$ cat config.mk
export PLATFORM = sky130hd
export DESIGN_NAME = pit_timer
export DESIGN_NICKNAME = d
export VERILOG_FILES = /design/src/rtl/pit_pkg.sv /design/src/rtl/pit_cmd_dec.sv /design/src/rtl/pit_channel.sv /design/src/rtl/pit_timer.sv
export SDC_FILE = /design/constraint.sdc
export NUM_CORES = 1
export LEC_CHECK = 0
export BUFFER_PORTS_ARGS = -buffer_cell sky130_fd_sc_hd__buf_2
export CORE_MARGIN = 4
export CORE_UTILIZATION = 30
export CTS_CLUSTER_SIZE = 30
export DETAILED_ROUTE_END_ITERATION = 16
export GPL_TIMING_DRIVEN = 1
export SLEW_MARGIN = 10
export SYNTH_ARGS = -nofsm -noshare
export SYNTH_HDL_FRONTEND = slang
export SYNTH_HIERARCHICAL = 1
export SYNTH_SLANG_ARGS = --single-unit
$ cat constraint.sdc
create_clock -name clk_i -period 4.7 [get_ports clk_i]
set_input_delay 0.47 -clock clk_i [delete_from_list [all_inputs] [get_ports clk_i]]
set_output_delay 0.47 -clock clk_i [all_outputs]
set_load 0.005 [all_outputs]
$ cat src/rtl/pit_pkg.sv
package pit_pkg;
  localparam int CNT_W  = 16;
  localparam int BYTE_W = 8;
  localparam int DIGITS = CNT_W / 4;

  typedef enum logic [2:0] {
    M_TERM = 3'd0,
    M_RATE = 3'd2,
    M_SQR  = 3'd3,
    M_STRB = 3'd4
  } mode_e;

  typedef enum logic [1:0] {
    RW_LATCH = 2'd0,
    RW_LO    = 2'd1,
    RW_HI    = 2'd2,
    RW_LOHI  = 2'd3
  } rw_e;

  typedef struct packed {
    mode_e mode;
    rw_e   rw;
    logic  bcd;
  } cfg_t;

  function automatic logic [CNT_W-1:0] cnt_dec(input logic [CNT_W-1:0] v, input logic bcd);
    logic [CNT_W-1:0] r;
    logic borrow;
    r = v;
    borrow = 1'b1;
    if (!bcd) r = v - 1'b1;
    else begin
      for (int d = 0; d < DIGITS; d++) begin
        if (borrow) begin
          if (v[d*4+:4] == 4'd0) r[d*4+:4] = 4'd9;
          else begin
            r[d*4+:4] = v[d*4+:4] - 4'd1;
            borrow = 1'b0;
          end
        end
      end
    end
    cnt_dec = r;
  endfunction

  // half of the full count, 0 meaning the maximum count
  function automatic logic [CNT_W-1:0] cnt_half(input logic [CNT_W-1:0] v, input logic bcd);
    logic [CNT_W-1:0] r;
    logic [4:0] t;
    logic c;
    r = '0;
    c = 1'b0;
    if (v == '0) r = bcd ? 16'h5000 : 16'h8000;
    else if (!bcd) r = v >> 1;
    else begin
      for (int d = DIGITS - 1; d >= 0; d--) begin
        t = {1'b0, v[d*4+:4]} + (c ? 5'd10 : 5'd0);
        r[d*4+:4] = t[4:1];
        c = t[0];
      end
    end
    cnt_half = r;
  endfunction

  function automatic logic digits_ok(input logic [CNT_W-1:0] v);
    logic ok;
    ok = 1'b1;
    for (int d = 0; d < DIGITS; d++) if (v[d*4+:4] > 4'd9) ok = 1'b0;
    digits_ok = ok;
  endfunction
endpackage

$ cat src/rtl/pit_cmd_dec.sv
module pit_cmd_dec
  import pit_pkg::*;
#(
  parameter int NUM_CH = 3,
  parameter int ADDR_W = 2
) (
  input  logic              clk_i,
  input  logic              rst_ni,
  input  logic              wr_i,
  input  logic [ADDR_W-1:0] addr_i,
  input  logic [BYTE_W-1:0] wdata_i,
  output cfg_t              cfg_o,
  output logic [NUM_CH-1:0] cfg_we_o,
  output logic [NUM_CH-1:0] latch_we_o,
  output logic [NUM_CH-1:0] data_wr_o
);
  localparam logic [ADDR_W-1:0] CMD_ADDR = ADDR_W'(NUM_CH);

  logic cmd_wr, legal;
  logic [1:0] sel;

  assign cmd_wr = wr_i && (addr_i == CMD_ADDR);
  assign sel    = wdata_i[7:6];

  always_comb begin
    legal      = 1'b1;
    cfg_o.rw   = rw_e'(wdata_i[5:4]);
    cfg_o.bcd  = wdata_i[0];
    case (wdata_i[3:1])
      3'd0:       cfg_o.mode = M_TERM;
      3'd2, 3'd6: cfg_o.mode = M_RATE;
      3'd3, 3'd7: cfg_o.mode = M_SQR;
      3'd4:       cfg_o.mode = M_STRB;
      default: begin
        cfg_o.mode = M_TERM;
        legal      = 1'b0;
      end
    endcase
  end

  for (genvar i = 0; i < NUM_CH; i++) begin : g_sel
    logic hit;
    assign hit           = cmd_wr && (sel == 2'(i));
    assign latch_we_o[i] = hit && (wdata_i[5:4] == 2'd0);
    assign cfg_we_o[i]   = hit && (wdata_i[5:4] != 2'd0) && legal;
    assign data_wr_o[i]  = wr_i && (addr_i == ADDR_W'(i));
  end

  AST_ONE_TARGET: assert property (@(posedge clk_i) disable iff (!rst_ni)
    $onehot0(cfg_we_o | latch_we_o));
  AST_RDBACK_NOP: assert property (@(posedge clk_i) disable iff (!rst_ni)
    (cmd_wr && sel == 2'd3) |-> (cfg_we_o == '0 && latch_we_o == '0));
  AST_BAD_MODE: assert property (@(posedge clk_i) disable iff (!rst_ni)
    (cmd_wr && (wdata_i[3:1] == 3'd1 || wdata_i[3:1] == 3'd5)) |-> cfg_we_o == '0);
endmodule

$ cat src/rtl/pit_channel.sv
module pit_channel
  import pit_pkg::*;
(
  input  logic              clk_i,
  input  logic              rst_ni,
  input  logic              step_i,
  input  logic              cfg_we_i,
  input  cfg_t              cfg_i,
  input  logic              latch_we_i,
  input  logic              wr_i,
  input  logic              rd_i,
  input  logic [BYTE_W-1:0] wdata_i,
  output logic [BYTE_W-1:0] rdata_o,
  output logic              out_o
);
  cfg_t              cfg_q;
  logic [CNT_W-1:0]  cnt_q, rel_q, load_q, lat_q;
  logic [BYTE_W-1:0] lo_q;
  logic pend_q, run_q, armed_q, out_q, wptr_q, rptr_q, lat_v_q;

  logic [CNT_W-1:0] cnt_nx, half_n, sq_nx, src;
  logic hi_sel;

  always_comb begin
    cnt_nx = cnt_dec(cnt_q, cfg_q.bcd);
    half_n = cnt_half(rel_q, cfg_q.bcd);
    sq_nx  = (cnt_q == 16'd1) ? rel_q : cnt_nx;
    src    = lat_v_q ? lat_q : cnt_q;
    hi_sel = (cfg_q.rw == RW_HI) || (cfg_q.rw == RW_LOHI && rptr_q);
  end

  assign rdata_o = hi_sel ? src[15:8] : src[7:0];
  assign out_o   = out_q;

  always_ff @(posedge clk_i or negedge rst_ni) begin
    if (!rst_ni) begin
      cfg_q   <= '{mode: M_TERM, rw: RW_LATCH, bcd: 1'b0};
      cnt_q   <= '0;
      rel_q   <= '0;
      load_q  <= '0;
      lat_q   <= '0;
      lo_q    <= '0;
      pend_q  <= 1'b0;
      run_q   <= 1'b0;
      armed_q <= 1'b0;
      out_q   <= 1'b0;
      wptr_q  <= 1'b0;
      rptr_q  <= 1'b0;
      lat_v_q <= 1'b0;
    end else if (cfg_we_i) begin
      cfg_q   <= cfg_i;
      wptr_q  <= 1'b0;
      rptr_q  <= 1'b0;
      lat_v_q <= 1'b0;
      pend_q  <= 1'b0;
      run_q   <= 1'b0;
      out_q   <= (cfg_i.mode != M_TERM);
    end else begin
      if (step_i) begin
        if (pend_q) begin
          cnt_q   <= load_q;
          rel_q   <= load_q;
          pend_q  <= 1'b0;
          run_q   <= 1'b1;
          armed_q <= 1'b1;
          out_q   <= (cfg_q.mode != M_TERM);
        end else if (run_q) begin
          case (cfg_q.mode)
            M_TERM: begin
              cnt_q <= cnt_nx;
              if (armed_q && cnt_q == 16'd1) begin
                out_q   <= 1'b1;
                armed_q <= 1'b0;
              end
            end
            M_RATE: begin
              if (cnt_q == 16'd1) begin
                cnt_q <= rel_q;
                out_q <= 1'b1;
              end else begin
                cnt_q <= cnt_nx;
                out_q <= (cnt_nx != 16'd1);
              end
            end
            M_SQR: begin
              cnt_q <= sq_nx;
              out_q <= (sq_nx == '0) || (sq_nx > half_n);
            end
            default: begin
              cnt_q <= cnt_nx;
              out_q <= !(armed_q && cnt_q == 16'd1);
              if (cnt_q == 16'd1) armed_q <= 1'b0;
            end
          endcase
        end
      end
      if (wr_i) begin
        case (cfg_q.rw)
          RW_LO: begin
            load_q <= {8'h00, wdata_i};
            pend_q <= 1'b1;
          end
          RW_HI: begin
            load_q <= {wdata_i, 8'h00};
            pend_q <= 1'b1;
          end
          RW_LOHI: begin
            if (!wptr_q) begin
              lo_q   <= wdata_i;
              wptr_q <= 1'b1;
            end else begin
              load_q <= {wdata_i, lo_q};
              pend_q <= 1'b1;
              wptr_q <= 1'b0;
            end
          end
          default: ;
        endcase
      end
      if (rd_i) begin
        if (cfg_q.rw == RW_LOHI) begin
          rptr_q <= ~rptr_q;
          if (rptr_q) lat_v_q <= 1'b0;
        end else lat_v_q <= 1'b0;
      end
      if (latch_we_i && !lat_v_q) begin
        lat_q   <= cnt_q;
        lat_v_q <= 1'b1;
      end
    end
  end

  AST_HALT_FREEZE: assert property (@(posedge clk_i) disable iff (!rst_ni)
    (!step_i && !cfg_we_i) |=> ($stable(cnt_q) && $stable(out_q)));
  AST_MODE_LEGAL: assert property (@(posedge clk_i) disable iff (!rst_ni)
    cfg_q.mode inside {M_TERM, M_RATE, M_SQR, M_STRB});
  AST_CFG_LOW: assert property (@(posedge clk_i) disable iff (!rst_ni)
    (cfg_we_i && cfg_i.mode == M_TERM) |=> !out_q);
  AST_LATCH_HOLD: assert property (@(posedge clk_i) disable iff (!rst_ni)
    (lat_v_q && !rd_i && !cfg_we_i) |=> (lat_v_q && $stable(lat_q)));
  AST_RATE_LOW: assert property (@(posedge clk_i) disable iff (!rst_ni)
    (run_q && cfg_q.mode == M_RATE && !out_q) |-> cnt_q == 16'd1);
  AST_BCD_DIGITS: assert property (@(posedge clk_i) disable iff (!rst_ni)
    (cfg_q.bcd && run_q && step_i && !pend_q && !cfg_we_i && digits_ok(cnt_q) && digits_ok(rel_q))
      |=> digits_ok(cnt_q));
endmodule

$ cat src/rtl/pit_timer.sv
module pit_timer
  import pit_pkg::*;
#(
  parameter int NUM_CH = 3,
  parameter int ADDR_W = 2
) (
  input  logic              clk_i,
  input  logic              rst_ni,
  input  logic              tick_i,
  input  logic              halt_en_i,
  input  logic              halt_req_i,
  input  logic              wr_i,
  input  logic              rd_i,
  input  logic [ADDR_W-1:0] addr_i,
  input  logic [BYTE_W-1:0] wdata_i,
  output logic [BYTE_W-1:0] rdata_o,
  output logic [NUM_CH-1:0] out_o
);
  cfg_t              cfg;
  logic [NUM_CH-1:0] cfg_we, latch_we, data_wr;
  logic [BYTE_W-1:0] ch_rd [NUM_CH];
  logic              step;

  assign step = tick_i && !(halt_en_i && halt_req_i);

  pit_cmd_dec #(.NUM_CH(NUM_CH), .ADDR_W(ADDR_W)) u_dec (
    .clk_i     (clk_i),
    .rst_ni    (rst_ni),
    .wr_i      (wr_i),
    .addr_i    (addr_i),
    .wdata_i   (wdata_i),
    .cfg_o     (cfg),
    .cfg_we_o  (cfg_we),
    .latch_we_o(latch_we),
    .data_wr_o (data_wr)
  );

  for (genvar i = 0; i < NUM_CH; i++) begin : g_ch
    pit_channel u_ch (
      .clk_i     (clk_i),
      .rst_ni    (rst_ni),
      .step_i    (step),
      .cfg_we_i  (cfg_we[i]),
      .cfg_i     (cfg),
      .latch_we_i(latch_we[i]),
      .wr_i      (data_wr[i]),
      .rd_i      (rd_i && (addr_i == ADDR_W'(i))),
      .wdata_i   (wdata_i),
      .rdata_o   (ch_rd[i]),
      .out_o     (out_o[i])
    );
  end

  always_comb begin
    rdata_o = '0;
    for (int i = 0; i < NUM_CH; i++) if (addr_i == ADDR_W'(i)) rdata_o = ch_rd[i];
  end

  AST_CMD_READ_ZERO: assert property (@(posedge clk_i) disable iff (!rst_ni)
    (addr_i == ADDR_W'(NUM_CH)) |-> rdata_o == '0);
endmodule

==> metrics.csv, run 1 <==
metric;value;unit
status;finished, final reports clean;
path_class;reg -> reg;
slew_headroom;16.0;%
fin_util;33.6;%
maxCapViolations;0;
clkTransAtPathRegs;0.06;ns
place_ws;0.630;ns
min_period;4.14;ns
yosys.area.top_type_share;37.4;%
syn_area;17000;um^2
clock_sinks;255;
yosysSeqAreaShare;37.4;%
slew_viol_final;0;
ir_worst_vdd;0.000282;V
powerDensity;664;nW/um^2
dieArea;60700;um^2
vias;14100;
worst-path-max-fanout;26;
viasPerCell;5.41;
initial_core_util;30.3;%
grt-ovfl-total;0;
placed_cell_area;17900;um^2
grt_pass1_wl;82400;um
area_growth;10.9;%
syn-num-nets;1959;
synth_top_area_cell;dfrtp_1;
grt_antenna_before_repair;4;
crit_slowest_cell;or3_1;
crit_family;simple AND/OR/NAND/NOR gates;
start_kind;flop;
crit_buf_inv;0;
period_share;88.1;%
cp-end-kind;flop;
yosys-top-cells-area;dfrtp_1, mux2_2, nand2_1, ha_1, o21ai_0;
synth_cells;1849;
die_h;246;um
tns;0;ns
crit_top_cell;o21a_1;
tritoncts;done;
fin_nets;1939;
fmax;0.242;GHz
dp_hpwl;37900;um
finalSetupViolCount;0;
min_path_type;in -> reg;
tightest_slew;1.25;ns
cpPeakStageDelay;0.72;ns
die_x;246;um
critPathArrivalTime;4.59;ns
drive_gt1_share;16.9;%
clockBufferDepth;3;
cts_root_buf;clkbuf_16;
design_area;18900;um^2
rows;87;
p_leak;8.34;nW
core;56300;um^2
place.port_buffers;27;
cts_htree_levels;1;
wl;51800;um
place.gp.congestion;0.961;
fill_cells;5761;
post_cts_resized;0;
critical_path.cell_chain;or4_4, or3_4, or3_1, mux2_2, ha_1, o21a_1, o21ai_0, nand2b_1, a21oi_1, a31oi_1, o2111ai_1, nand4_1, o21a_1;
grt_setup_unrepaired;no;
io_pins;28;
synth.avg_cell_area;9.22;um^2
r2r_slack;0.56;ns
grt_max_degree;116;
grt_use_total;17.0;%
synth_edf_count;0;
numCtsBuffers;29;
routedWlPerCell;19.9;um
drt_first_pass_iters;6;
netlist-cell-type-count;92;
ant_nets;0;
critPathRequiredTime;5.15;ns
fin_skew;0.0111;ns
async_reset_ff_share;100;%
drc;0;
synth_warnings;6;
detail_route.iter0.violations;1240;
clk_latency;0.56;ns
synth_seq_cells;255;
finalWorstSetupSlack;0.559;ns
final-hold-violation-count;0;
synth_top_flop_cell;dfrtp_1;
grt_pass1_vias;14000;
yosysMostFrequentCell;nand2_1;
synthTopCellsByCount;nand2_1, dfrtp_1, o21ai_0;
## cells in the final DEF, fill, tap and decap left out, types with 9 or more instances in the layout
cell       count
nand4_1       21
o21a_1        19
or3_1         17
clkbuf_16     29
inv_1         47
a211oi_1      26
nor3b_1       21
a31oi_1       16
ha_1          93
xor2_1        10
a21oi_1       92
nand3_1       18
o21ai_1        9
buf_2         26
mux2_2       127
mux2i_1       40
dfrtp_1      255
nand2b_1      20
o211ai_1      32
o21ai_0      130
nor4_1        16
buf_4         41
nand2_1      315
a22oi_1       28
nor3_1        27
xnor2_1       23
nor2_1       124
mux4_2        23
o31ai_1       14
nor2b_1       16
## layer usage
layer  vias to the layer above  wire length (um)  track usage [%]
met2                       389             23500             27.2
li1                       6644                 -                -
met4                         4              1470             4.89
met5                         -                23                0
met1                      6971             23700             23.8
met3                        87              3080             2.75
## state kept, by name, indices dropped and copies added, names as in the netlist
| signal | count |
|---|---|
| g_ch.u_ch/cnt_q | 48 |
| g_ch.u_ch/lat_q | 48 |
| g_ch.u_ch/load_q | 48 |
| g_ch.u_ch/rel_q | 48 |
| g_ch.u_ch/lo_q | 24 |
| g_ch.u_ch/cfg_q | 18 |
| g_ch.u_ch/armed_q | 3 |
| g_ch.u_ch/lat_v_q | 3 |
| g_ch.u_ch/out_o | 3 |
| g_ch.u_ch/pend_q | 3 |
| g_ch.u_ch/rptr_q | 3 |
| g_ch.u_ch/run_q | 3 |
| g_ch.u_ch/wptr_q | 3 |
## timing repair
item / in CTS / in global routing
hold endpoints to repair: 87 / 0
buffers inserted: 0 / 0
hold buffers: 1 / 0
## layout make-up
class | instances | area (um^2) | share of cell area, %
timing repair buffer | 70 | 483 | 2.55
multi-input combinational | 1424 | 9930 | 52.5
inverter | 49 | 184 | 0.973
clock inverter | 11 | 141 | 0.748
clock buffer | 40 | 837 | 4.43
antenna | 1 | 2.50 | 0.0132
tap | 756 | 946 | 5.00
sequential | 255 | 6380 | 33.8
## tightest hold or removal path: cells and delay by family
family	cells	cell delay, ns
compound gates	1	0.07
buf+inv	1	0.21
simple gates	1	0.09
## through the flow
step / power, mW / hold slack [ns] / instances
finish: 12.5 / 0.337 / 2606
detailed placement: 10.2 / 0.473 / 2553
floorplan: 8.24 / 0.174 / 1849
CTS: 12.6 / 0.307 / 2605
global route: 13.6 / 0.310 / 2605
global placement: 10.0 / 0.468 / 2553
## kinds of logic after synthesis
logic type	share of synthesized area, %
simple gates	19.4
compound gates	16.1
flops	37.4
mux	14.1
buf+inv	4.53
fa+ha+maj	6.83
xor+xnor	1.70
## report_power, final
part	internal (mW)	leakage, nW	switching (mW)
combinational	2.66	4.59	3.31
clock	1.40	0.487	0.928
sequential	3.00	3.27	1.24
## final timing paths
check | to | start | cells after the start
setup / recovery | g_ch[1].u_ch/out_o | g_ch[1].u_ch/cnt_q[10] | 13
hold / removal | g_ch[1].u_ch/load_q[11] | wdata_i[3] | 3
setup reg to reg | g_ch[1].u_ch/out_o | g_ch[1].u_ch/cnt_q[10] | 13
hold reg to reg | g_ch[1].u_ch/load_q[0] | g_ch[1].u_ch/load_q[0] | 2
max in group asynchronous | g_ch[1].u_ch/lo_q[2] | rst_ni | 3
min in group asynchronous | g_ch[2].u_ch/rel_q[13] | rst_ni | 2
(Power assumes the default switching activity.)
==> run 2: changes to the inputs <==
--- a/config.mk
+++ b/config.mk
@@ -5,12 +5,15 @@
 export SDC_FILE = /design/constraint.sdc
 export NUM_CORES = 1
 export LEC_CHECK = 0
+export ABC_AREA = 1
 export BUFFER_PORTS_ARGS = -buffer_cell sky130_fd_sc_hd__buf_2
-export CORE_MARGIN = 4
+export CELL_PAD_IN_SITES_DETAIL_PLACEMENT = 0
+export CELL_PAD_IN_SITES_GLOBAL_PLACEMENT = 1
 export CORE_UTILIZATION = 30
 export CTS_CLUSTER_SIZE = 30
 export DETAILED_ROUTE_END_ITERATION = 16
 export GPL_TIMING_DRIVEN = 1
+export PLACE_DENSITY_LB_ADDON = 0.1
 export SLEW_MARGIN = 10
 export SYNTH_ARGS = -nofsm -noshare
 export SYNTH_HDL_FRONTEND = slang
==> metrics.csv, run 2 <==
metric;value;unit;change
p_leak;9.40;nW;+13%
grt_antenna_before_repair;4;;unchanged
hold_ws;-0.00578;ns;-0.343 ns
final-seq-area;6380;um^2;unchanged
core;57800;um^2;+2.7%
die_h;244;um;-0.97%
synth_warnings;6;;unchanged
grt_pass1_wl;101000;um;+23%
fmax;0.259;GHz;+7.2%
switchingPower;6.30;mW;+15%
seqPwrFrac;30.1;%;-3.7 points
rows;88;;+1.1%
yosysSeqAreaShare;36.3;%;-1.1 points
drt_first_pass_iters;6;;unchanged
final-hold-violation-count;6;;+6
synthTopCellsByCount;nand2_1, o21ai_0, inv_1;;
drc;0;;unchanged
powerDensity;666;nW/um^2;+0.30%
maxCapViolations;0;;unchanged
tritoncts;done;;
grt-ovfl-total;0;;unchanged
synth_seq_cells;255;;unchanged
r2r_slack;1.55;ns;+0.99 ns
yosysMostFrequentCell;nand2_1;;
cts_hold_buf;0;;-1
cts_root_buf;clkbuf_16;;
vias;16900;;+20%
min_period;3.86;ns;-0.277 ns
area_growth;12.0;%;
finalSetupViolCount;0;;unchanged
ir_worst_vdd;0.000270;V;-4.1%
place.gp.congestion;0.847;;-12%
multi_input_area;9670;um^2;-2.6%
design_area;19700;um^2;+4.1%
status;finished, violations left;;
io_pins;28;;unchanged
worst-path-max-fanout;12;;-54%
post-cts-setup-buffers;0;;unchanged
tightest_slew;1.06;ns;-0.194 ns
clk_latency;0.55;ns;about the same
clockBufferDepth;3;;unchanged
cp-end-kind;output port;;
switching_share;48.1;%;+4.4 points
drive_gt1_share;8.90;%;-8.0 points
dieArea;59500;um^2;-1.9%
initial_core_util;30.4;%;+0.10 points
grt_max_degree;98;;-16%
finalWorstSetupSlack;0.837;ns;+0.277 ns
place_ws;1.36;ns;+0.726 ns
place.port_buffers;27;;unchanged
synth_xor_area_share;0.242;%;-1.5 points
muxShareOfSynthArea;0;%;-14 points
ant_nets;0;;unchanged
netlist-cell-type-count;50;;-46%
slew_headroom;29.0;%;+13 points
viasPerCell;5.15;;-4.7%
detail_route.iter0.violations;1115;;-10%
fin_skew;0.00876;ns;-0.00230 ns
yosys.area.top_type_share;36.3;%;-1.1 points
synth_edf_count;0;;unchanged
synth_cells;2493;;+35%
placed_cell_area;18500;um^2;+3.4%
grt_pass1_vias;16800;;+20%
numCtsBuffers;35;;+21%
min_path_type;in -> async;;
worst_r2r_startpoint;g_ch[2].u_ch/cfg_q[0];;
wl;65500;um;+26%
synth.avg_cell_area;7.05;um^2;-24%
fill_cells;6242;;+8.3%
violations;negative hold slack;;
reg2reg_depth;18;;+5
grt_setup_unrepaired;no;;
die_x;244;um;-0.97%
synthSimpleGateAreaFrac;29.3;%;+9.9 points
syn_area;17600;um^2;+3.1%
fin_nets;2602;;+34%
slew_viol_final;0;;unchanged
synth_top_family_by_area;simple AND/OR/NAND/NOR gates;;
critPathArrivalTime;3.39;ns;-1.20 ns
synth_top_area_cell;dfrtp_1;;
tns;0;ns;unchanged
p_int;6.80;mW;-3.8%
p_clk_share;20.5;%;+1.9 points
syn-num-nets;2603;;+33%
async_reset_ff_share;100;%;unchanged
critPathRequiredTime;4.23;ns;-0.92 ns
grt_use_total;22.2;%;+5.2 points
cts_htree_levels;2;;+1
final_cell_mix;nand2_1, o21ai_0, inv_1;;
yosys-top-cells-area;dfrtp_1, nand2_1, o21ai_0, ha_1, inv_1;;
start_kind;flop;;
combinationalPowerShare;49.5;%;+1.9 points
routedWlPerCell;19.9;um;+0.35%
period_share;82.2;%;-5.9 points
post_cts_resized;0;;unchanged
synth-compound-area-share;18.7;%;+2.7 points
dp_hpwl;49700;um;+31%
clkTransAtPathRegs;0.06;ns;about the same
totalPowerFinal;13.1;mW;+4.4%
r2r-end;g_ch[2].u_ch/out_o;;
clock_sinks;255;;unchanged
path_class;reg -> out;;
final_common_cell;nand2_1;;
synth_top_flop_cell;dfrtp_1;;
synthAdderAreaFrac;6.62;%;-0.20 points
run 2: cell types whose count changed after synthesis, moves of 24 or more:
cell      delta
nand2_1    +316
inv_1      +229
o21ai_0    +217
nand3_1    +187
mux2_2     -127
nor2_1      +52
mux2i_1     -40
nor2_2      +25
a211oi_1    -24
nand2_2     +24
run 2: cell type report:
class                           instances  share of cell area, %
Inverter                              295                   5.63
Clock inverter                         13                  0.541
Clock buffer                           50                   5.30
Tap cell                              765                   4.86
Antenna cell                            2                 0.0254
Timing Repair Buffer                   60                   2.06
Sequential cell                       255                   32.4
Multi-Input combinational cell       1845                   49.2
run 2: power by group through the flow:
stage	clock, mW	combinational, mW	sequential (mW)
2_1_floorplan	0	4.61	3.60
3_3_place_gp	0	6.42	3.98
3_5_place_dp	0	6.45	3.97
4_1_cts	2.80	6.49	3.94
5_1_grt	2.87	7.45	4.05
6_report	2.68	6.48	3.94
run 2: worst max-delay path by stage:
| stage | startpoint | endpoint | slack (ns) | depth (start not counted) |
|---|---|---|---|---|
| after floorplan | g_ch[2].u_ch/cnt_q[0] | g_ch[2].u_ch/out_o | 1.99 | 22 |
| after global placement | g_ch[0].u_ch/cfg_q[2] | rdata_o[2] | 1.41 | 9 |
| after detailed placement | g_ch[0].u_ch/cfg_q[2] | rdata_o[2] | 1.36 | 9 |
| after CTS | g_ch[0].u_ch/cfg_q[2] | rdata_o[2] | 0.75 | 9 |
| after global routing | g_ch[0].u_ch/cfg_q[2] | rdata_o[2] | 0.53 | 9 |
| final | g_ch[0].u_ch/cfg_q[2] | rdata_o[2] | 0.84 | 9 |
run 2: cell families after synthesis:
| group | Yosys count |
|---|---|
| AOI/OAI and AO/OA | 578 |
| buffers and inverters | 393 |
| and+or+nand+nor | 1170 |
| DFF | 255 |
| xor gates and xnor gates | 4 |
| adders and majority gates | 93 |
run 2: metrics by stage:
step | util (%) | std cells
3_5_place_dp | 32.0 | 3220
3_3_place_gp | 32.0 | 3220
6_report | 34.0 | 3285
2_1_floorplan | - | 2493
4_1_cts | 34.0 | 3283
5_1_grt | 34.0 | 3283
run 2: metal layers:
metal / routed length (um) / part of all wire [%] / GRT usage (%) / up-vias
met1: 29600 / 45 / 29.0 / 8112
met4: 2590 / 3.9 / 8.73 / 2
met5: 12 / 0.018 / 0 / -
li1: - / - / - / 8357
met3: 2790 / 4.3 / 3.39 / 107
met2: 30500 / 47 / 36.6 / 356
run 2: critical path, stage by stage, from the launching register on:
cell and delay (ns):
dfrtp_1 0.54, ha_1 0.48, inv_2 0.15, o21ai_1 0.77
inv_1 0.30, o211ai_1 0.16, o21ai_0 0.11, nand2_1 0.10
nand3_1 0.09, buf_2 0.14
